`config.mk`:
```
export PLATFORM = sky130hd
export DESIGN_NAME = irqc_top
export DESIGN_NICKNAME = d
export VERILOG_FILES = /design/src/rtl/irqc_pkg.sv /design/src/rtl/irqc_regs.sv /design/src/rtl/irqc_arb.sv /design/src/rtl/irqc_nest.sv /design/src/rtl/irqc_top.sv
export SDC_FILE = /design/constraint.sdc
export NUM_CORES = 1
export LEC_CHECK = 0
export BUFFER_PORTS_ARGS = -buffer_cell sky130_fd_sc_hd__buf_2
export CORE_MARGIN = 10
export CORE_UTILIZATION = 50
export CTS_BUF_LIST = sky130_fd_sc_hd__clkbuf_2
export DETAILED_ROUTE_END_ITERATION = 10
export GPL_TIMING_DRIVEN = 0
export PLACE_DENSITY = 0.71
export SYNTH_ARGS = -nofsm -noshare
export SYNTH_HDL_FRONTEND = slang
export SYNTH_SLANG_ARGS = --single-unit
```
`constraint.sdc`:
```
create_clock -name clk -period 3.4 [get_ports clk]
set_input_delay 0.34 -clock clk [delete_from_list [all_inputs] [get_ports clk]]
set_output_delay 0.34 -clock clk [all_outputs]
set_load 0.005 [all_outputs]
```
`src/rtl/irqc_pkg.sv`:
```
package irqc_pkg;

    localparam int NSRC    = 5;
    localparam int NLVL    = 4;
    localparam int LVW     = $clog2(NLVL);
    localparam int VECW    = $clog2(NSRC);
    localparam int DW      = 8;
    localparam int GATE_BIT = 7;

    localparam logic [DW-1:0] SRC_MASK = DW'((1 << NSRC) - 1);
    localparam logic [DW-1:0] EN_MASK  = SRC_MASK | (DW'(1) << GATE_BIT);

    typedef enum logic [1:0] {
        SEL_EN   = 2'd0,
        SEL_PLO  = 2'd1,
        SEL_PHI  = 2'd2,
        SEL_NONE = 2'd3
    } reg_sel_e;

    typedef struct packed {
        logic            hit;
        logic [LVW-1:0]  lvl;
        logic [VECW-1:0] src;
    } pick_t;

    // Lowest set index of a source mask (polling order).
    function automatic logic [VECW-1:0] first_src(input logic [NSRC-1:0] m);
        logic [VECW-1:0] r;
        logic            found;
        r = '0;
        found = 1'b0;
        for (int i = 0; i < NSRC; i++) begin
            if (m[i] && !found) begin
                r = VECW'(i);
                found = 1'b1;
            end
        end
        return r;
    endfunction

    // Highest set index of a level vector.
    function automatic logic [LVW-1:0] top_lvl(input logic [NLVL-1:0] v);
        logic [LVW-1:0] r;
        r = '0;
        for (int i = 0; i < NLVL; i++) begin
            if (v[i]) r = LVW'(i);
        end
        return r;
    endfunction

endpackage

```
`src/rtl/irqc_regs.sv`:
```
module irqc_regs
    import irqc_pkg::*;
(
    input  logic          clk,
    input  logic          rst,
    input  logic          wr_en,
    input  logic [1:0]    wr_sel,
    input  logic [DW-1:0] wr_data,
    input  logic [1:0]    rd_sel,
    output logic [DW-1:0] rd_data,
    output logic [DW-1:0] en_q,
    output logic [DW-1:0] plo_q,
    output logic [DW-1:0] phi_q
);

    reg_sel_e wsel, rsel;
    assign wsel = reg_sel_e'(wr_sel);
    assign rsel = reg_sel_e'(rd_sel);

    always_ff @(posedge clk) begin
        if (rst) begin
            en_q  <= '0;
            plo_q <= '0;
            phi_q <= '0;
        end else if (wr_en) begin
            case (wsel)
                SEL_EN:  en_q  <= wr_data & EN_MASK;
                SEL_PLO: plo_q <= wr_data & SRC_MASK;
                SEL_PHI: phi_q <= wr_data & SRC_MASK;
                default: ;
            endcase
        end
    end

    always_comb begin
        case (rsel)
            SEL_EN:  rd_data = en_q;
            SEL_PLO: rd_data = plo_q;
            SEL_PHI: rd_data = phi_q;
            default: rd_data = '0;
        endcase
    end

endmodule

```
`src/rtl/irqc_arb.sv`:
```
module irqc_arb
    import irqc_pkg::*;
(
    input  logic [NSRC-1:0] src_req,
    input  logic [DW-1:0]   en_q,
    input  logic [DW-1:0]   plo_q,
    input  logic [DW-1:0]   phi_q,
    output pick_t           pick
);

    logic [NSRC-1:0] pend;
    logic [NSRC-1:0] at_lvl [NLVL];
    logic [NLVL-1:0] lvl_busy;

    assign pend = src_req & en_q[NSRC-1:0] & {NSRC{en_q[GATE_BIT]}};

    for (genvar l = 0; l < NLVL; l++) begin : g_lvl
        for (genvar s = 0; s < NSRC; s++) begin : g_src
            assign at_lvl[l][s] = pend[s] && ({phi_q[s], plo_q[s]} == LVW'(l));
        end
        assign lvl_busy[l] = |at_lvl[l];
    end

    always_comb begin
        pick.hit = |lvl_busy;
        pick.lvl = top_lvl(lvl_busy);
        pick.src = first_src(at_lvl[pick.lvl]);
    end

endmodule

```
`src/rtl/irqc_nest.sv`:
```
module irqc_nest
    import irqc_pkg::*;
(
    input  logic            clk,
    input  logic            rst,
    input  logic            accept,
    input  logic [LVW-1:0]  acc_lvl,
    input  logic            reti,
    output logic [NLVL-1:0] insvc,
    output logic            busy,
    output logic [LVW-1:0]  cur_lvl
);

    logic [NLVL-1:0] clr_m, set_m;

    assign busy    = |insvc;
    assign cur_lvl = top_lvl(insvc);
    assign clr_m   = (reti && busy) ? (NLVL'(1) << cur_lvl) : '0;
    assign set_m   = accept ? (NLVL'(1) << acc_lvl) : '0;

    always_ff @(posedge clk) begin
        if (rst) insvc <= '0;
        else     insvc <= (insvc & ~clr_m) | set_m;
    end

endmodule

```
`src/rtl/irqc_top.sv`:
```
module irqc_top
    import irqc_pkg::*;
(
    input  logic        clk,
    input  logic        rst,
    input  logic        wr_en,
    input  logic [1:0]  wr_sel,
    input  logic [7:0]  wr_data,
    input  logic [1:0]  rd_sel,
    output logic [7:0]  rd_data,
    input  logic [4:0]  src_req,
    input  logic        reti,
    output logic        irq_req,
    output logic [2:0]  irq_vec
);

    logic [DW-1:0]   en_q, plo_q, phi_q;
    pick_t           pick;
    logic [NLVL-1:0] insvc;
    logic            busy, accept;
    logic [LVW-1:0]  cur_lvl;

    irqc_regs u_regs (
        .clk(clk), .rst(rst), .wr_en(wr_en), .wr_sel(wr_sel),
        .wr_data(wr_data), .rd_sel(rd_sel), .rd_data(rd_data),
        .en_q(en_q), .plo_q(plo_q), .phi_q(phi_q)
    );

    irqc_arb u_arb (
        .src_req(src_req), .en_q(en_q), .plo_q(plo_q), .phi_q(phi_q),
        .pick(pick)
    );

    assign accept = pick.hit && (!busy || (pick.lvl > cur_lvl));

    irqc_nest u_nest (
        .clk(clk), .rst(rst), .accept(accept), .acc_lvl(pick.lvl),
        .reti(reti), .insvc(insvc), .busy(busy), .cur_lvl(cur_lvl)
    );

    always_ff @(posedge clk) begin
        if (rst) begin
            irq_req <= 1'b0;
            irq_vec <= '0;
        end else begin
            irq_req <= accept;
            irq_vec <= accept ? pick.src : irq_vec;
        end
    end

endmodule

```
# Word-level counts from Yosys, hierarchy flattened
# Cells that the tools add are included.
dict set report classes {
  magnitude_cmp 2
  eq_ne 19
  shifts 2
  muxes 20
  n_bitwise 6
  n_reduce_logical 47
}
# op count
set ops {}
lappend ops {{logical AND 1 bit} 26}
lappend ops {{equality test 2 bit (second input constant)} 12}
lappend ops {{case mux 8 bit (3 select lines)} 1}
lappend ops {{OR reduction 20 bit} 1}
lappend ops {{OR reduction 5 bit} 3}
lappend ops {{equality test 2 x 1 -> 1 bit (second input constant)} 7}
lappend ops {{zero test 2 bit} 7}
lappend ops {{two-way mux 2 bit} 6}
lappend ops {{AND 5 bit} 2}
lappend ops {{binary-select mux 5 bit (select 2 bit)} 1}
lappend ops {{two-way mux 5 bit} 2}
lappend ops {{two-way mux 4 bit} 2}
lappend ops {{<< shifter 1 x 2 -> 4 bit (first input constant)} 2}
lappend ops {{two-way mux 1 bit} 7}
lappend ops {{AND reduction 2 bit} 3}
lappend ops {{zero test 1 bit} 5}
lappend ops {{AND 4 bit} 1}
lappend ops {{NOT 4 bit} 1}
lappend ops {{bitwise OR 4 bit} 1}
lappend ops {{OR reduction 4 bit} 1}
lappend ops {{>= comparator 3 bit (second input constant)} 1}
lappend ops {{two-way mux 3 bit} 1}
lappend ops {{NOT 2 -> 3 bit} 1}
lappend ops {{greater-than comparator 2 bit} 1}
lappend ops {{logical OR 1 bit} 1}
dict set report word_totals {
  regBits 24
}

# Logic depth before layout (Yosys ltp)
# Gate-level depths: netlist of run 1.
dict set report depth {
  depth_word 24
  ltp_mapped 15
  mapped_depth_nobuf 13
}

# By module
# From an unflattened synthesis of run 1, not the netlist that was laid out.
dict set report hier_totals {
  hier_cells 191
  hier_area_um2 1751.7
}
# mod instances cells_per_inst area_per_inst_um2 seq_area_each_um2
set modules_own_cells {}
lappend modules_own_cells {irqc_regs 1 85 862.1 320.3}
lappend modules_own_cells {irqc_arb 1 63 486.7 0.0}
lappend modules_own_cells {irqc_top 1 23 222.7 80.1}
lappend modules_own_cells {irqc_nest 1 20 180.2 80.1}

# Worst setup path before layout of run 1
# Ideal clock, no wire load.
dict set report synth_path {
  kind {register to register}
  start {register u_regs.en_q[7]}
  end {register irq_vec[0]}
  t_arrival_ns 2.890
  required_ns 3.267
  setup_slack_ns 0.377
  stages_incl_launch_ff 15
  path_buffers 1
  cell_sequence {dfxtp_1 and3_4 and3_4 or4_4 buf_6 nor2_4 inv_2 ha_1 nor2b_1 o21ai_0 a21boi_0 a41oi_1 and2b_2 o21ai_0 o21ai_0}
}
dict set report synth_via {
  elab_chain_cells 23
  elab_cells_between_ends 51
  cone_classes {1 x order compare; 14 x mux; 2 x bitwise; 34 x reduce/logical}
}
# item line
set synth_lines {}
lappend synth_lines {{start: declaration} irqc_regs.sv:11} ;# output logic [DW-1:0] en_q,
lappend synth_lines {{start signal: assignment} irqc_regs.sv:27} ;# SEL_EN: en_q <= wr_data & EN_MASK;
lappend synth_lines {{AND 5 bit (*)} irqc_arb.sv:15} ;# assign pend = src_req & en_q[NSRC-1:0] & {NSRC{en_q[GATE_BIT]}};
lappend synth_lines {{logical AND 1 bit} irqc_arb.sv:19} ;# assign at_lvl[l][s] = pend[s] && ({phi_q[s], plo_q[s]} == LVW'(l));
lappend synth_lines {{OR reduction 5 bit} irqc_arb.sv:21} ;# assign lvl_busy[l] = |at_lvl[l];
lappend synth_lines {{two-way mux 1 bit} irqc_pkg.sv:46} ;# if (v[i]) r = LVW'(i);
lappend synth_lines {{two-way mux 2 bit (2 in a row)} irqc_pkg.sv:46}
lappend synth_lines {{NOT 2 -> 3 bit (not written as such)} irqc_arb.sv:27} ;# pick.src = first_src(at_lvl[pick.lvl]);
lappend synth_lines {{binary-select mux 5 bit (select 2 bit)} irqc_arb.sv:27}
lappend synth_lines {{two-way mux 5 bit (not written as such) (2 in a row)} irqc_arb.sv:27}
lappend synth_lines {{[... 5 more ...]} --}
lappend synth_lines {{logical AND 1 bit} irqc_pkg.sv:33} ;# if (m[i] && !found) begin
lappend synth_lines {{two-way mux 1 bit} irqc_pkg.sv:33}
lappend synth_lines {{zero test 1 bit} irqc_pkg.sv:33}
lappend synth_lines {{logical AND 1 bit} irqc_pkg.sv:33}
lappend synth_lines {{two-way mux 1 bit} irqc_pkg.sv:33}
lappend synth_lines {{zero test 1 bit} irqc_pkg.sv:33}
lappend synth_lines {{logical AND 1 bit} irqc_pkg.sv:33}
lappend synth_lines {{two-way mux 3 bit} irqc_pkg.sv:33}
lappend synth_lines {{end signal: assignment} irqc_top.sv:47} ;# irq_vec <= accept ? pick.src : irq_vec;
lappend synth_lines {{end: declaration} irqc_top.sv:14} ;# output logic [2:0] irq_vec
# Every way passes the cells marked *; elsewhere a longest branch is shown, timed or not. The select of a mux whose other input is x is not followed.
# A chain may end at the register's enable or synchronous reset.

# Worst setup path in the final report of run 1
# Same ends and word-level chain as after synthesis.

==> results.txt, run 1 <==
Worst Setup Start Kind: register
Core Box Area: 0.00305 mm²
initial antenna violation count: 0
RR Endpoint: irq_vec[0]
worst path bufs/invs: 2
Final nets: 243
average size of a mapped cell: 8.52 µm²
reg2reg start: u_regs.en_q[7]
asr flop ratio synth: 0
Top Family by Delay on Critical Path: simple AND/OR/NAND/NOR gates
number of CTS-inserted buffers: 3
DRC: 0
peak supply drop: 0.000152 V
Die Ht: 76.4 µm
Yosys warning count: 0
first-pass GRT wire length: 6920 µm
crit-path cells: and3_4, and3_4, or4_4, buf_6, nor2_4, inv_2, ha_1, nor2b_1, o21ai_1, a21boi_2, a41oi_2, and2b_2, o21ai_1, o21ai_0
n_diodes: 0
FMAX: 316 MHz
vias in the first global route: 1474
final wirelength: 4200 µm
Layout area overhead: 14.0%
Mapped Cells: 187
crit path launch: u_regs.en_q[7]
Hold Slack: 0.228 ns
post-DR vias/cell: 5.63
remaining antenna violation count after routing: 0
IO Pins: 33
Worst path max stage delay: 0.50 ns
Max stage delay cell, worst path: or4_4
iteration count of the initial detailed-routing pass: 4
RSZ-0062 raised after global routing: no
mapped cell area: 0.00159 mm²
Critical Setup Path Class: register to register
clock-pin slew on the worst setup and hold paths: 0.24 ns
largest net degree at the start of global routing: 13
worst-skew pair later-pin latency: 0.36 ns
Post-synth EDFFs: 0
minimum clock period: 3.17 ns
CTS tree: built
DR vias: 1475
CP Capture Type: register
post-synthesis sequential area ratio: 0.302
critical path arrival: 3.43 ns
post-DP HPWL: 3340 µm
Max Buffers Root-to-Sink: 2
clk_skew: 0.0142 ns
Sink Count: 24
fin worst setup slack: 0.232 ns
die area: 0.00584 mm²
CP Depth: 14
total of max-cap violations: 0
IO buf count: 27
synth unique cells: 53
setup_tns: 0 ns
pre-CTS WS: -0.0647 ns
Avg WL per Cell: 16.0 µm
Die Wd: 76.4 µm
reg2reg setup slack: 0.23 ns
Crit Path Max Fanout: 7
RePlAce Congestion: 0.951
final hold viol count: 0
Synth Flop Type: dfxtp_1
WP data required: 3.66 ns
Rel. slew slack: 0.180
share of cells above drive strength 1: 0.257
Starting Density: 0.522
htree depth: 1
postcts setup bufs: 0
measured slew at the worst slew-check pin: 1.23 ns
Period Utilization, post-route: 0.932
Pwr Density: 261 mW/mm²
Setup-failing EPs final: 0
Pins Over Slew Limit: 0
leakage: 0.000779 µW
CTS root buffer: clkbuf_2
most frequent cells in the layout: buf_2, nor2_1, mux2i_1, dfxtp_1, nand2_1
Reg2Reg Depth: 14
Overflow after GRT: 0
gr usage total: 0.141
commonest non-fill, non-tap cell in the layout: buf_2
Synth Register Bits: 24
Min-Delay Path Class: input port to register
initial drt markers: 52
total power: 474 µW
CP endpoint: irq_vec[0]
row cnt: 20
status: finished clean
area by class of cell:
| type | count | area (µm²) |
|---|---|---|
| inverter | 8 | 30.0 |
| fill | 314 | 1240 |
| timing repair buffer | 27 | 135 |
| multi-input combinational | 148 | 1040 |
| clock buffer | 3 | 15.0 |
| buffer | 8 | 53.8 |
| tap | 44 | 55.1 |
| sequential | 24 | 483 |
per-stage QoR:
step	cell area, µm²	util	std cells
floorplan	1600	-	188
global placement	1790	0.585	259
detailed placement	1790	0.585	259
CTS	1800	0.590	262
global route	1820	0.595	262
finish	1820	0.595	262
worst min path at each step:
stage,cells past startpoint,startpoint,slack (ns),endpoint
4_1_cts,3,wr_data[7],0.22,u_regs.en_q[7]
3_5_place_dp,2,irq_vec[1],0.44,irq_vec[1]
3_3_place_gp,2,irq_vec[1],0.43,irq_vec[1]
6_report,3,wr_data[4],0.23,u_regs.plo_q[4]
2_1_floorplan,2,irq_vec[0],0.45,irq_vec[0]
5_1_grt,3,wr_data[7],0.21,u_regs.en_q[7]
logic make-up after synthesis:
logic type                 count (synthesis)  share of synthesized area
and+or+nand+nor                           82                      0.287
buffers and inverters                     16                     0.0526
other                                      1                    0.00235
AOI/OAI and AO/OA                         37                      0.185
DFF                                       24                      0.302
adders and majority gates                  2                     0.0157
xor gates and xnor gates                   2                     0.0110
muxes                                     23                      0.145
sequential cells by signal (all words and copies together), names as in the netlist:
signal	count
irq_req	1
irq_vec	3
u_nest.insvc	4
u_regs.plo_q	5
u_regs.en_q	6
u_regs.phi_q	5
where the power goes:
group | total [µW] | switching (µW) | internal (µW)
combinational | 60.6 | 33.1 | 27.5
clock | 114 | 90.1 | 24.0
sequential | 299 | 10.6 | 289
total | 474 | 134 | 340
synth_stat cells (all sizes together) (2+ instances only):
cell type / instances / area [µm²]
dfxtp: 24 / 480
nor2: 24 / 97.6
mux2i: 23 / 230
nand2: 15 / 56.3
o21ai: 10 / 50.1
inv: 8 / 30.0
nand3: 8 / 40.0
nor3: 8 / 56.3
a21oi: 5 / 25.0
and3: 5 / 43.8
buf: 5 / 42.5
o32ai: 4 / 35.0
clkbuf: 3 / 11.3
nand3b: 3 / 22.5
nor2b: 3 / 18.8
o22ai: 3 / 18.8
o31ai: 3 / 41.3
a22oi: 2 / 15.0
a2bb2oi: 2 / 41.3
ha: 2 / 25.0
nand2b: 2 / 12.5
nand4b: 2 / 17.5
nor3b: 2 / 15.0
nor4: 2 / 12.5
or2b: 2 / 16.3
xnor2: 2 / 17.5
tightest hold or removal path, cell delays in order:
cell and delay (ns):
buf_2 0.10, mux2i_1 0.06, nor2_1 0.07
metal layers:
layer / track usage / up-vias / wire length [µm]
li1: - / 742 / -
met1: 0.157 / 691 / 1870
met4: 0.0372 / 0 / 27
met3: 0.0330 / 4 / 199
met2: 0.259 / 38 / 2100
met5: 0 / - / 0
timing repair:
item	4_1_cts	5_1_grt
hold buffers	0	0
endpoints found under the setup margin	1	3
resized for setup	1	6
hold endpoints to repair	0	0
pin swaps	0	0
(Power assumes the default switching activity.)
==> run 2, diff against run 1 <==
==> constraint.sdc (replaced) <==
create_clock -name clk -period 3.7 [get_ports clk]
set_input_delay 0.37 -clock clk [delete_from_list [all_inputs] [get_ports clk]]
set_output_delay 0.37 -clock clk [all_outputs]
set_load 0.05 [all_outputs]
==> run 2 against run 1 <==
  * Power fell by 5.9%
  * Sequential share of layout area rose by 0.064 points
  * Setup slack improved by 0.11 ns
  * Sequential power shrank 8.0%
  * Non-clock buffer count is the same
  * Worst hold slack better by 0.032 ns
  * Maximum frequency down 5.7%
  * Largest power group unchanged
==> results.txt, run 2 (synthesized netlist as in run 1, its figures left out) <==
Min-Delay Path Class: input port to register
crit-path cells: and3_4, and3_4, or4_4, buf_6, nor2_4, inv_2, ha_1, nor2b_1, o21ai_0, a21boi_1, a41oi_1, and2b_2, o21ai_0, o21ai_0
initial drt markers: 45
total of max-cap violations: 0
critical path arrival: 3.61 ns
commonest non-fill, non-tap cell in the layout: buf_2
IO Pins: 33
minimum clock period: 3.36 ns
number of CTS-inserted buffers: 3
CP most frequent cell: o21ai_0
Core Box Area: 0.00305 mm²
Overflow after GRT: 0
Die Wd: 76.4 µm
Pins Over Slew Limit: 0
row cnt: 20
Layout area overhead: 13.1%
Avg WL per Cell: 15.9 µm
final wirelength: 4170 µm
IO buf count: 27
CP Capture Type: register
post-DR vias/cell: 5.63
largest net degree at the start of global routing: 13
Net Sw Frac: 0.299
RePlAce Congestion: 0.951
WP data required: 3.95 ns
status: finished clean
post-DP HPWL: 3340 µm
Largest regs: u_regs.en_q: 6 flops, u_regs.phi_q: 5 flops, u_regs.plo_q: 5 flops
Switch Pwr: 133 µW
DRC: 0
measured slew at the worst slew-check pin: 1.23 ns
first-pass GRT wire length: 6910 µm
peak supply drop: 0.000140 V
initial antenna violation count: 0
share of cells above drive strength 1: 0.239
clock-pin slew on the worst setup and hold paths: 0.24 ns
placed cell area: 0.00179 mm²
Max stage delay cell, worst path: or4_4
die area: 0.00584 mm²
setup_tns: 0 ns
Worst path max stage delay: 0.50 ns
leakage: 0.000777 µW
cell area after layout: 0.00180 mm²
Largest register FFs: 6
worst-skew pair later-pin latency: 0.35 ns
Clock power frac: 0.234
worst path bufs/invs: 2
CTS root buffer: clkbuf_2
Die Ht: 76.4 µm
Rel. slew slack: 0.181
htree depth: 1
remaining antenna violation count after routing: 0
Setup-failing EPs final: 0
RSZ-0062 raised after global routing: no
Cell Int Power: 313 µW
CTS tree: built
most frequent cells in the layout: buf_2, dfxtp_1, nor2_1, mux2i_1, nand2_1
Comb power frac: 0.149
DR vias: 1476
gr usage total: 0.141
Max Buffers Root-to-Sink: 2
Hold Slack: 0.260 ns
clk_skew: 0.0128 ns
Period Utilization, post-route: 0.908
FMAX: 298 MHz
Pwr Density: 248 mW/mm²
part of the power in registers: 0.617
Starting Density: 0.522
Sink Count: 24
vias in the first global route: 1473
iteration count of the initial detailed-routing pass: 4
Critical Setup Path Class: register to register
Final nets: 243
Top Family by Delay on Critical Path: simple AND/OR/NAND/NOR gates
Crit Path Max Fanout: 7
Worst Setup Start Kind: register
final hold viol count: 0
n_diodes: 0
Top reg by flops: u_regs.en_q
-- run 2: changes by cell type in the layout (fill, tap and decap cells not counted) --
cell / before / now
dfxtp_1: 22 / 24
dfxtp_2: 2 / 0
o21ai_0: 8 / 10
o21ai_1: 2 / 0
a21boi_1: 0 / 1
a21boi_2: 1 / 0
a41oi_1: 0 / 1
a41oi_2: 1 / 0
-- run 2: final timing paths --
path,startpoint,end,slack [ns],cells past startpoint
max,u_regs.en_q[7],irq_vec[0],0.34,14
min,wr_data[4],u_regs.plo_q[4],0.26,3
max reg2reg,u_regs.en_q[7],irq_vec[0],0.34,14
min reg2reg,irq_vec[1],irq_vec[1],0.47,2
-- run 2: what timing repair did --
action	CTS	global route
setup endpoints to repair	0	1
resized for setup	0	1
setup buffers	0	0
hold buffers	0	0
endpoints found under the hold margin	0	0
-- run 2: final cells by class --
class | count | area, µm²
fill | 314 | 1250
multi-input combinational | 148 | 1030
sequential | 24 | 480
timing repair buffer | 27 | 135
tap | 44 | 55.1
buffer | 8 | 53.8
inverter | 8 | 30.0
clock buffer | 3 | 15.0
-- run 2: per-stage QoR --
stage / power, µW / worst slack [ns] / util / std cells
6_report: 446 / 0.340 / 0.590 / 262
5_1_grt: 464 / 0.0411 / 0.590 / 262
4_1_cts: 447 / 0.255 / 0.590 / 262
3_5_place_dp: 346 / 0.205 / 0.585 / 259
3_3_place_gp: 343 / 0.292 / 0.585 / 259
2_1_floorplan: 320 / 0.669 / - / 188
-- run 2: per-layer routing --
layer  global-route usage  routed length, µm  up-vias
met3               0.0330                221        4
met4               0.0372                 27        0
li1                     -                  -      741
met2                0.259               2090       40
met5                    0                  0        -
met1                0.156               1840      691
-- run 2: worst reg2reg max path, delay by kind of cell (launching register included) --
family | cells | cell delay (ns)
AOI/OAI and AO/OA | 5 | 0.89
and+or+nand+nor | 6 | 1.41
adders and majority gates | 1 | 0.30
DFF | 1 | 0.44
buffers and inverters | 2 | 0.23
-- run 2: power groups by stage --
stage / clock (µW) / sequential (µW) / combinational (µW)
6_report: 105 / 275 / 66.4
5_1_grt: 116 / 276 / 72.3
4_1_cts: 106 / 275 / 66.2
3_5_place_dp: 0 / 280 / 66.0
3_3_place_gp: 0 / 279 / 64.0
2_1_floorplan: 0 / 277 / 43.2
